File: config.mk
export PLATFORM = sky130hd
export DESIGN_NAME = txmb_arbiter
export DESIGN_NICKNAME = d
export VERILOG_FILES = /design/src/rtl/txmb_pkg.sv /design/src/rtl/txmb_regs.sv /design/src/rtl/txmb_pick.sv /design/src/rtl/txmb_irq.sv /design/src/rtl/txmb_arbiter.sv
export SDC_FILE = /design/constraint.sdc
export NUM_CORES = 1
export LEC_CHECK = 0
export ABC_AREA = 1
export BUFFER_PORTS_ARGS = -buffer_cell sky130_fd_sc_hd__buf_2
export CAP_MARGIN = 40
export CORE_MARGIN = 1.5
export CORE_UTILIZATION = 35
export CTS_CLUSTER_SIZE = 40
export DETAILED_ROUTE_END_ITERATION = 10
export MAX_ROUTING_LAYER = met4
export PLACE_DENSITY = 0.5
export SLEW_MARGIN = 20
export SYNTH_ARGS = -nofsm -noshare
export SYNTH_HDL_FRONTEND = slang
export SYNTH_SLANG_ARGS = --single-unit
File: constraint.sdc
create_clock -name clk -period 40.6 [get_ports clk]
set_input_delay 10.15 -clock clk [delete_from_list [all_inputs] [get_ports clk]]
set_output_delay 10.15 -clock clk [all_outputs]
set_load 0.05 [all_outputs]
File: src/rtl/txmb_pkg.sv
package txmb_pkg;
  typedef enum logic [2:0] {
    RS_ENABLE  = 3'd0,
    RS_DIR     = 3'd1,
    RS_REQ_SET = 3'd2,
    RS_ACK_CLR = 3'd3,
    RS_IMASK   = 3'd4
  } regsel_e;
endpackage

File: src/rtl/txmb_regs.sv
module txmb_regs
  import txmb_pkg::*;
#(
  parameter int NUM_MBX = 32,
  parameter int PRIO_W  = 6,
  parameter int IDX_W   = $clog2(NUM_MBX)
) (
  input  logic                            clk,
  input  logic                            rst,
  input  logic                            wr_en,
  input  logic [2:0]                      wr_sel,
  input  logic [NUM_MBX-1:0]              wr_data,
  input  logic                            prio_we,
  input  logic [IDX_W-1:0]                prio_idx,
  input  logic [PRIO_W-1:0]               prio_val,
  input  logic                            done_vld,
  input  logic [IDX_W-1:0]                done_idx,
  output logic [NUM_MBX-1:0]              en_q,
  output logic [NUM_MBX-1:0]              dir_q,
  output logic [NUM_MBX-1:0]              imask_q,
  output logic [NUM_MBX-1:0]              req_q,
  output logic [NUM_MBX-1:0]              ack_q,
  output logic [NUM_MBX-1:0][PRIO_W-1:0]  prio_q
);
  regsel_e             sel;
  logic [NUM_MBX-1:0]  set_m;
  logic [NUM_MBX-1:0]  clr_m;
  logic [NUM_MBX-1:0]  done_m;
  logic [NUM_MBX-1:0]  en_n;

  assign sel = regsel_e'(wr_sel);

  always_comb begin
    set_m  = (wr_en && sel == RS_REQ_SET) ? wr_data : '0;
    clr_m  = (wr_en && sel == RS_ACK_CLR) ? wr_data : '0;
    en_n   = (wr_en && sel == RS_ENABLE)  ? wr_data : en_q;
    done_m = '0;
    if (done_vld) done_m[done_idx] = 1'b1;
  end

  always_ff @(posedge clk) begin
    if (rst) begin
      en_q    <= '0;
      dir_q   <= '0;
      imask_q <= '0;
      req_q   <= '0;
      ack_q   <= '0;
    end else begin
      en_q <= en_n;
      if (wr_en && sel == RS_DIR)   dir_q   <= wr_data;
      if (wr_en && sel == RS_IMASK) imask_q <= wr_data;
      // requests die with their enable; completion clears the winner
      req_q <= (req_q | set_m) & ~done_m & en_n;
      // completion has precedence over a host clear of the same bit
      ack_q <= (ack_q & ~clr_m) | done_m;
    end
  end

  for (genvar g = 0; g < NUM_MBX; g++) begin : g_prio
    always_ff @(posedge clk) begin
      if (rst)
        prio_q[g] <= '0;
      else if (prio_we && prio_idx == IDX_W'(g))
        prio_q[g] <= prio_val;
    end
  end
endmodule

File: src/rtl/txmb_pick.sv
module txmb_pick #(
  parameter int NUM_MBX = 32,
  parameter int PRIO_W  = 6,
  parameter int IDX_W   = $clog2(NUM_MBX)
) (
  input  logic [NUM_MBX-1:0]              qual,
  input  logic [NUM_MBX-1:0][PRIO_W-1:0]  prio,
  output logic                            any,
  output logic [IDX_W-1:0]                win_idx
);
  logic [PRIO_W-1:0] best;

  // ascending scan with >= lets a later (higher) mailbox take a tie
  always_comb begin
    any     = 1'b0;
    win_idx = '0;
    best    = '0;
    for (int i = 0; i < NUM_MBX; i++) begin
      if (qual[i] && (!any || prio[i] >= best)) begin
        any     = 1'b1;
        best    = prio[i];
        win_idx = IDX_W'(i);
      end
    end
  end
endmodule

File: src/rtl/txmb_irq.sv
module txmb_irq #(
  parameter int NUM_MBX = 32,
  parameter int IDX_W   = $clog2(NUM_MBX)
) (
  input  logic               clk,
  input  logic               rst,
  input  logic [NUM_MBX-1:0] ack_q,
  input  logic [NUM_MBX-1:0] imask_q,
  output logic               irq_o,
  output logic [IDX_W-1:0]   irq_mbx_o
);
  logic [NUM_MBX-1:0] live;
  logic [IDX_W-1:0]   top_idx;

  assign live = ack_q & imask_q;

  always_comb begin
    top_idx = '0;
    for (int i = 0; i < NUM_MBX; i++)
      if (live[i]) top_idx = IDX_W'(i);
  end

  always_ff @(posedge clk) begin
    if (rst) begin
      irq_o     <= 1'b0;
      irq_mbx_o <= '0;
    end else begin
      irq_o     <= |live;
      irq_mbx_o <= top_idx;
    end
  end
endmodule

File: src/rtl/txmb_arbiter.sv
module txmb_arbiter #(
  parameter int NUM_MBX = 32,
  parameter int PRIO_W  = 6,
  parameter int IDX_W   = $clog2(NUM_MBX)
) (
  input  logic               clk,
  input  logic               rst,
  input  logic               wr_en,
  input  logic [2:0]         wr_sel,
  input  logic [NUM_MBX-1:0] wr_data,
  input  logic               prio_we,
  input  logic [IDX_W-1:0]   prio_idx,
  input  logic [PRIO_W-1:0]  prio_val,
  input  logic               eng_idle,
  input  logic               eng_done,
  input  logic               eng_abort,
  output logic               sel_valid,
  output logic [IDX_W-1:0]   sel_idx,
  output logic [NUM_MBX-1:0] pend_o,
  output logic [NUM_MBX-1:0] ack_o,
  output logic               irq_o,
  output logic [IDX_W-1:0]   irq_mbx_o
);
  logic [NUM_MBX-1:0]             en_q;
  logic [NUM_MBX-1:0]             dir_q;
  logic [NUM_MBX-1:0]             imask_q;
  logic [NUM_MBX-1:0]             req_q;
  logic [NUM_MBX-1:0]             ack_q;
  logic [NUM_MBX-1:0][PRIO_W-1:0] prio_q;
  logic [NUM_MBX-1:0]             qual;
  logic                           any;
  logic [IDX_W-1:0]               win_idx;
  logic                           done_vld;

  assign done_vld = sel_valid && eng_done;

  txmb_regs #(.NUM_MBX(NUM_MBX), .PRIO_W(PRIO_W), .IDX_W(IDX_W)) u_regs (
    .clk(clk), .rst(rst),
    .wr_en(wr_en), .wr_sel(wr_sel), .wr_data(wr_data),
    .prio_we(prio_we), .prio_idx(prio_idx), .prio_val(prio_val),
    .done_vld(done_vld), .done_idx(sel_idx),
    .en_q(en_q), .dir_q(dir_q), .imask_q(imask_q),
    .req_q(req_q), .ack_q(ack_q), .prio_q(prio_q)
  );

  assign qual = req_q & en_q & ~dir_q;

  txmb_pick #(.NUM_MBX(NUM_MBX), .PRIO_W(PRIO_W), .IDX_W(IDX_W)) u_pick (
    .qual(qual), .prio(prio_q), .any(any), .win_idx(win_idx)
  );

  txmb_irq #(.NUM_MBX(NUM_MBX), .IDX_W(IDX_W)) u_irq (
    .clk(clk), .rst(rst), .ack_q(ack_q), .imask_q(imask_q),
    .irq_o(irq_o), .irq_mbx_o(irq_mbx_o)
  );

  always_ff @(posedge clk) begin
    if (rst) begin
      sel_valid <= 1'b0;
      sel_idx   <= '0;
    end else if (sel_valid) begin
      if (eng_done || eng_abort) sel_valid <= 1'b0;
    end else if (eng_idle && any) begin
      sel_valid <= 1'b1;
      sel_idx   <= win_idx;
    end
  end

  assign pend_o = req_q;
  assign ack_o  = ack_q;
endmodule

==> key figures, run 1 <==
Placement
  – Port Buffer Count: 128
  – HPWL Detailed: around 50000 µm
  – Placer Congestion: 0.919

Power
  – Pleak: between 10 and 15 nW
  – Total power draw: 0.812 mW
  – VDD IR max: approximately 0.026 mV
  – PwrDens: 31.9 mW/mm²

Floorplan
  – Core area: 0.0601 mm²
  – Die area: a little over 0.06 mm²
  – Initial Util: 35.3%
  – Rows: 90
  – Chip width: roughly 250 µm
  – Num ports: 129
  – Die Ht: around 250 µm

Synth
  – Syn Nets: 3336
  – Fraction of registers with async set/reset: 0%
  – Seq/Total Area, Yosys: 34.3%
  – Primary FF master, synth: dfxtp_1
  – Mux contribution to synthesized area: 0%
  – Post-synth EDFFs: 0
  – Syn Inst Count: 3145
  – Share of the synthesized area in the top cell type: 34.3%
  – Mapped Area: between 0.02 and 0.025 mm²
  – Synthesized-area fraction occupied by adder cells: 8.13%
  – Avg Inst Size Synth: 6.75 µm²
  – Synth cell types: 46
  – Post-synthesis simple-gate area fraction: 28.1%
  – Post-synth top area cell: dfxtp_1
  – Synth area leaders: dfxtp_1 34%, nand2_1 12%, o21ai_0 9.6%, ha_1 8.1%, a21oi_1 7.7%
  – Xor and xnor area share after synthesis: 0%
  – Largest family of logic cells by synthesized area: simple AND/OR/NAND/NOR gates
  – Commonest cells post-synth: 693 x nand2_1, 406 x o21ai_0, 364 x dfxtp_1, 336 x inv_1, 325 x a21oi_1
  – Post-synthesis compound-gate area fraction: 19.9%
  – Yosys warns: 0
  – Register bit total from synthesis: 364
  – Most frequent cell after synthesis: nand2_1

Finish
  – Fin util: 42.4%
  – Final nets: 3527
  – Share of cells above drive strength 1: 17.9%
  – P&R area growth vs syn: 20.0%
  – Diode count: 0

Drt
  – Starting DRC count in detailed routing: 1302
  – Routed wire per std cell: 16.7 µm
  – Via count: 21000
  – Routed vias/inst: 5.06
  – TritonRoute pass-1 iters: 6
  – DRC Markers: 0
  – Final ANT Viol Nets: 0
  – Routed WL: 69300 µm

STA
  – Setup TNS: 0 ns
  – Worst-case clock skew: 0.0179 ns
  – Slew @ Worst Pin: about 1.1 ns
  – Final Max Slew Viols: 0
  – Max Fclk: 26.8 MHz
  – Final period util: 91.9%
  – Slew Limit Headroom: 26.3%
  – Final setup fails: 0
  – Tmin final: 37.32 ns
  – Fin. Hold Viols: 0

Clock tree
  – CTS max path bufs: 3
  – Sink Count: between 300 and 400
  – CTS tree: built
  – Latest clock arrival within the worst-skew pair: 0.59 ns
  – Worst-path clk slew: 0.06 ns
  – Clock root cell: clkbuf_16
  – # hold bufs at CTS: 0
  – CTS Buf Count: 44
  – H-tree depth reported by CTS: 2

GRT
  – Largest net degree at the start of global routing: 66
  – Tot GR Track Use: 22.3%
  – Antenna violations before repair: 0
  – First-pass GRT wire length: roughly 110000 µm
  – Vias in the first global route: 19700
  – Remaining global-route overflow: 0

Outcome
  – Status: finished clean

Critical path
  – Startpoint Class: register
  – Crit-path slowest cell: dfxtp_2
  – Cell mode on critical path: nand2_1
  – Slowest stage delay, CP: 0.33 ns
  – Critical Path Sink Type: register
  – Critical Path Fanout Max: 11
  – CP Data Required Time: roughly 41 ns
  – Data arrival time of the critical path: 37.79 ns
  – CP Class: register to register

Job
  – Max-cap violations: 0

Hold path
  – Hold Path Class: register to register
[worst paths after layout]
| path | start | endpoint | slack (ns) | cells past startpoint |
|---|---|---|---|---|
| min reg2reg | u_regs.en_q[4] | u_regs.en_q[4] | 0.46 | 2 |
| min | u_regs.en_q[4] | u_regs.en_q[4] | 0.46 | 2 |
| max | u_regs.req_q[0] | sel_idx[4] | 3.28 | 354 |
| max reg2reg | u_regs.req_q[0] | sel_idx[4] | 3.28 | 354 |
[cell type report]
cell class / instances / area [µm²]
Sequential cell: 364 / 7290
Fill cell: 6321 / 34600
Clock buffer: 60 / 1280
Inverter: 368 / 1390
Tap cell: 782 / 978
Timing Repair Buffer: 251 / 1730
Multi-Input combinational cell: 2307 / 12700
Clock inverter: 15 / 158
[state kept, by name (all words and copies together) (netlist names)]
register	count
sel_idx	5
u_regs.prio_q	192
u_irq.irq_mbx_o	5
u_regs.ack_q	32
u_regs.dir_q	32
u_regs.imask_q	32
u_irq.irq_o	1
u_regs.en_q	32
u_regs.req_q	32
sel_valid	1
[power breakdown]
group	switching (mW)	internal, mW	leakage, nW
sequential	0.00323	0.363	2.94
clock	0.164	0.238	0.723
combinational	0.0316	0.0128	8.41
[metrics by stage]
step | cell area (µm²) | worst slack, ns | hold slack [ns] | instances
CTS | 24400 | 0.0324 | 0.464 | 4071
finish | 25500 | 3.28 | 0.463 | 4147
global placement | 22500 | -0.357 | 0.445 | 3969
detailed placement | 22700 | -1.79 | 0.456 | 3983
floorplan | 21200 | 1.12 | 0.430 | 3145
global route | 25500 | -0.244 | 0.489 | 4147
[worst max-delay path, delay by kind of cell, from the launching register on]
kind,cells,cell delay (ns)
AND/OR/NAND/NOR,199,15.65
AO/OA/AOI/OAI,87,9.90
adder cells (fa/ha/maj),31,8.37
buffers and inverters,37,2.83
flip-flops,1,0.33
[routing by layer]
metal  routed length [µm]  vias up  part of all wire (%)  global-route usage, %
met5                    0        -                     0                      -
met4                 1890        0                   2.7                   6.88
met3                 3530      117                   5.1                   3.82
met2                31400      476                    45                   35.6
met1                32500     9629                    47                   28.8
li1                     -    10700                     -                      -
[cell usage in the layout (no fill, tap or decap), types with 5 or more instances in the layout]
master and count:
o211a_1 26, a21oi_2 6, and3_1 6, nand2_1 667
nor2_2 7, nand2_8 6, dfxtp_1 362, clkinv_2 12
inv_2 26, buf_6 7, inv_1 334, nor2_1 230
and2_1 7, nand2_2 93, nand3_2 14, clkbuf_8 10
o21a_1 9, nand3_1 247, a31oi_1 7, buf_12 5
o21ai_2 56, buf_2 130, buf_4 105, clkbuf_16 45
o21bai_1 11, o21ai_0 292, nor3_1 22, o21ai_1 64
a21oi_1 319, nand2_4 48, ha_1 136, clkbuf_1 5
[logic make-up (layout without fill, tap and decap cells)]
kind of cell,Yosys count,count (layout)
flops,364,364
fa+ha+maj,138,138
buf+inv,486,694
compound gates,803,803
simple gates,1354,1366
[timing repair]
action / in CTS / in global routing
pin swaps: 2 / 91
cloned: 2 / 10
setup buffers: 11 / 63
setup endpoints to repair: 5 / 6
resized for setup: 52 / 219
Note: power is estimated with default switching activity, not from simulation.
==> inputs of run 2 (changes only) <==
--- a/config.mk
+++ b/config.mk
@@ -9,10 +9,12 @@
 export BUFFER_PORTS_ARGS = -buffer_cell sky130_fd_sc_hd__buf_2
 export CAP_MARGIN = 40
+export CELL_PAD_IN_SITES_DETAIL_PLACEMENT = 0
+export CELL_PAD_IN_SITES_GLOBAL_PLACEMENT = 2
 export CORE_MARGIN = 1.5
-export CORE_UTILIZATION = 35
+export CORE_UTILIZATION = 31
 export CTS_CLUSTER_SIZE = 40
 export DETAILED_ROUTE_END_ITERATION = 10
 export MAX_ROUTING_LAYER = met4
-export PLACE_DENSITY = 0.5
+export PLACE_DENSITY = 0.73
 export SLEW_MARGIN = 20
 export SYNTH_ARGS = -nofsm -noshare
==> constraint.sdc (replaced) <==
create_clock -name clk -period 40.6 [get_ports clk]
set_input_delay 8.12 -clock clk [delete_from_list [all_inputs] [get_ports clk]]
set_output_delay 8.12 -clock clk [all_outputs]
set_load 0.05 [all_outputs]
==> run 2 against run 1 <==
Compared with the run above: combinational power is essentially flat; cell count grew 2.5%; via count shrank 0.81%; clock skew grew 0.00062 ns; sequential power is essentially flat; routed wire length grew 4.4%; sequential share of layout area shrank 0.20 points; design area grew 0.72%; critical path type unchanged; largest power group unchanged.
==> key figures, run 2 (synthesized netlist as in run 1, its figures left out) <==
STA
  – Max Fclk: 27.1 MHz
  – Final period util: 90.9%
  – Slew Limit Headroom: a little under two fifths
  – Tmin final: 36.90 ns
  – Setup WS post-layout: 3.70 ns
  – Worst-case clock skew: 0.0185 ns
  – Fin. Hold Viols: 0
  – Final Max Slew Viols: 0
  – Slew @ Worst Pin: 0.946 ns
  – Final setup fails: 0

Clock tree
  – Clock root cell: clkbuf_16
  – Sink Count: 364
  – H-tree depth reported by CTS: 2
  – CTS tree: built
  – Latest clock arrival within the worst-skew pair: 0.58 ns
  – CTS max path bufs: 3
  – CTS Buf Count: between 40 and 50
  – Worst-path clk slew: 0.06 ns

GRT
  – Antenna violations before repair: 1
  – Tot GR Track Use: 20.9%
  – Vias in the first global route: 19800
  – First-pass GRT wire length: 112000 µm
  – Remaining global-route overflow: 0
  – Largest net degree at the start of global routing: 68

Floorplan
  – Chip width: around 260 µm
  – Die Ht: roughly 260 µm
  – Die area: 0.0701 mm²
  – Initial Util: 31.5%
  – Num ports: ~130
  – Rows: 95
  – Core area: between 0.06 and 0.07 mm²

Finish
  – Commonest non-fill, non-tap cell in the layout: nand2_1
  – P&R area growth vs syn: 20.9%
  – Fill cell count: 7227
  – Max reg flops: ~190
  – Fin util: approximately two fifths
  – Share of cells above drive strength 1: 18.2%
  – Non-filler instance count after layout: 4251
  – Final nets: 3536
  – Largest reg by FF count: u_regs.prio_q
  – Most frequent cells in the layout: 667 x nand2_1, 362 x dfxtp_1, 334 x inv_1

Critical path
  – CP Data Required Time: between 40 and 50 ns
  – Worst r2r path cells: 345
  – Worst reg2reg path endpoint: sel_idx[3]
  – Slowest stage delay, CP: 0.34 ns
  – Cell mode on critical path: nand2_1
  – Critical Path Sink Type: register
  – Data arrival time of the critical path: 37.39 ns
  – Reg2reg start: u_regs.req_q[0]
  – R2R setup slack: 3.70 ns
  – Crit-path slowest cell: ha_1
  – Startpoint Class: register
  – Critical Path Fanout Max: 10
  – CP Class: register to register

Drt
  – Starting DRC count in detailed routing: between 1000 and 1500
  – DRC Markers: 0
  – Routed wire per std cell: approximately 17 µm
  – Final ANT Viol Nets: 0
  – TritonRoute pass-1 iters: 7
  – Via count: 20800
  – Routed vias/inst: slightly below 5
  – Routed WL: 72400 µm

Power
  – VDD IR max: 0.0299 mV
  – PwrDens: 31.9 mW/mm²
  – Pleak: around 12 nW

Placement
  – Port Buffer Count: roughly 130
  – HPWL Detailed: 52200 µm
  – Placer Congestion: 0.860
  – Worst slack, placed: -1.90 ns
  – Placed insts: 4089

Job
  – Max-cap violations: 0

Hold path
  – Worst min-delay path endpoint: u_regs.prio_q[186]
  – Hold Path Class: register to register
  – Hold path depth: 2
  – Critical hold path startpoint: u_regs.prio_q[186]

Outcome
  – Status: finished clean
-- run 2: cell count changes in the layout (fill, tap and decap cells not counted), moves of 3 or more --
cell / before / now
clkbuf_1: 5 / 8
buf_6: 7 / 2
o21ai_2: 56 / 59
nand2_4: 48 / 43
clkinv_2: 12 / 8
o21ai_1: 64 / 71
o21ai_0: 292 / 280
clkinv_4: 0 / 3
buf_4: 105 / 120
-- run 2: layout make-up --
cell class                      instances  area [µm²]  share of cell area (%)
Antenna cell                            1        2.50                 0.00974
Clock buffer                           65        1330                    5.19
Clock inverter                         14         160                   0.624
Inverter                              368        1400                    5.44
Multi-Input combinational cell       2302       12600                    49.1
Sequential cell                       364        7290                    28.4
Tap cell                              873        1090                    4.25
Timing Repair Buffer                  264        1790                    6.99
-- run 2: where the power goes --
group	internal, mW	switching (mW)	leakage [nW]
Clock	0.241	0.169	0.736
Combinational	0.0123	0.0320	8.46
Sequential	0.363	0.00326	2.94
-- run 2: critical path, delay by kind of cell (launching register included) --
kind,cells,cell delay [ns]
AOI/OAI and AO/OA,82,9.51
adders and majority gates,31,8.64
buffers and inverters,34,2.72
DFF,1,0.33
and+or+nand+nor,198,15.59
-- run 2: worst max path at each step --
stage,cells past startpoint,end,from,slack [ns]
after global placement,353,sel_idx[3],u_regs.req_q[0],-1.28
after floorplan,386,sel_idx[3],u_regs.req_q[0],1.12
after CTS,364,sel_idx[3],u_regs.req_q[0],0.04
after detailed placement,354,sel_idx[2],u_regs.req_q[0],-1.90
after global routing,360,sel_idx[3],u_regs.en_q[0],-0.12
final,345,sel_idx[3],u_regs.req_q[0],3.70
-- run 2: stage by stage --
| step | area, µm² | power [mW] | hold slack, ns | TNS [ns] |
|---|---|---|---|---|
| after floorplan | 21200 | 0.399 | 0.430 | 0 |
| after global placement | 22700 | 0.415 | 0.446 | -5.97 |
| after detailed placement | 22900 | 0.417 | 0.462 | -9.05 |
| after CTS | 24600 | 0.831 | 0.470 | 0 |
| after global routing | 25700 | 0.854 | 0.492 | -0.386 |
| final | 25700 | 0.820 | 0.469 | 0 |
-- run 2: routing by layer --
layer / GRT usage [%] / vias to the layer above / part of all wire [%]
li1: - / 10800 / -
met1: 28.3 / 9535 / 49
met2: 32.4 / 401 / 44
met3: 3.08 / 101 / 4.1
met4: 6.01 / 0 / 2.7
met5: - / - / 0
-- run 2: timing repair --
item / 4_1_cts / 5_1_grt
hold buffers: 0 / 0
cloned: 1 / 6
resized for setup: 50 / 230
setup buffers: 11 / 56
pin swaps: 1 / 90
setup endpoints to repair: 5 / 6
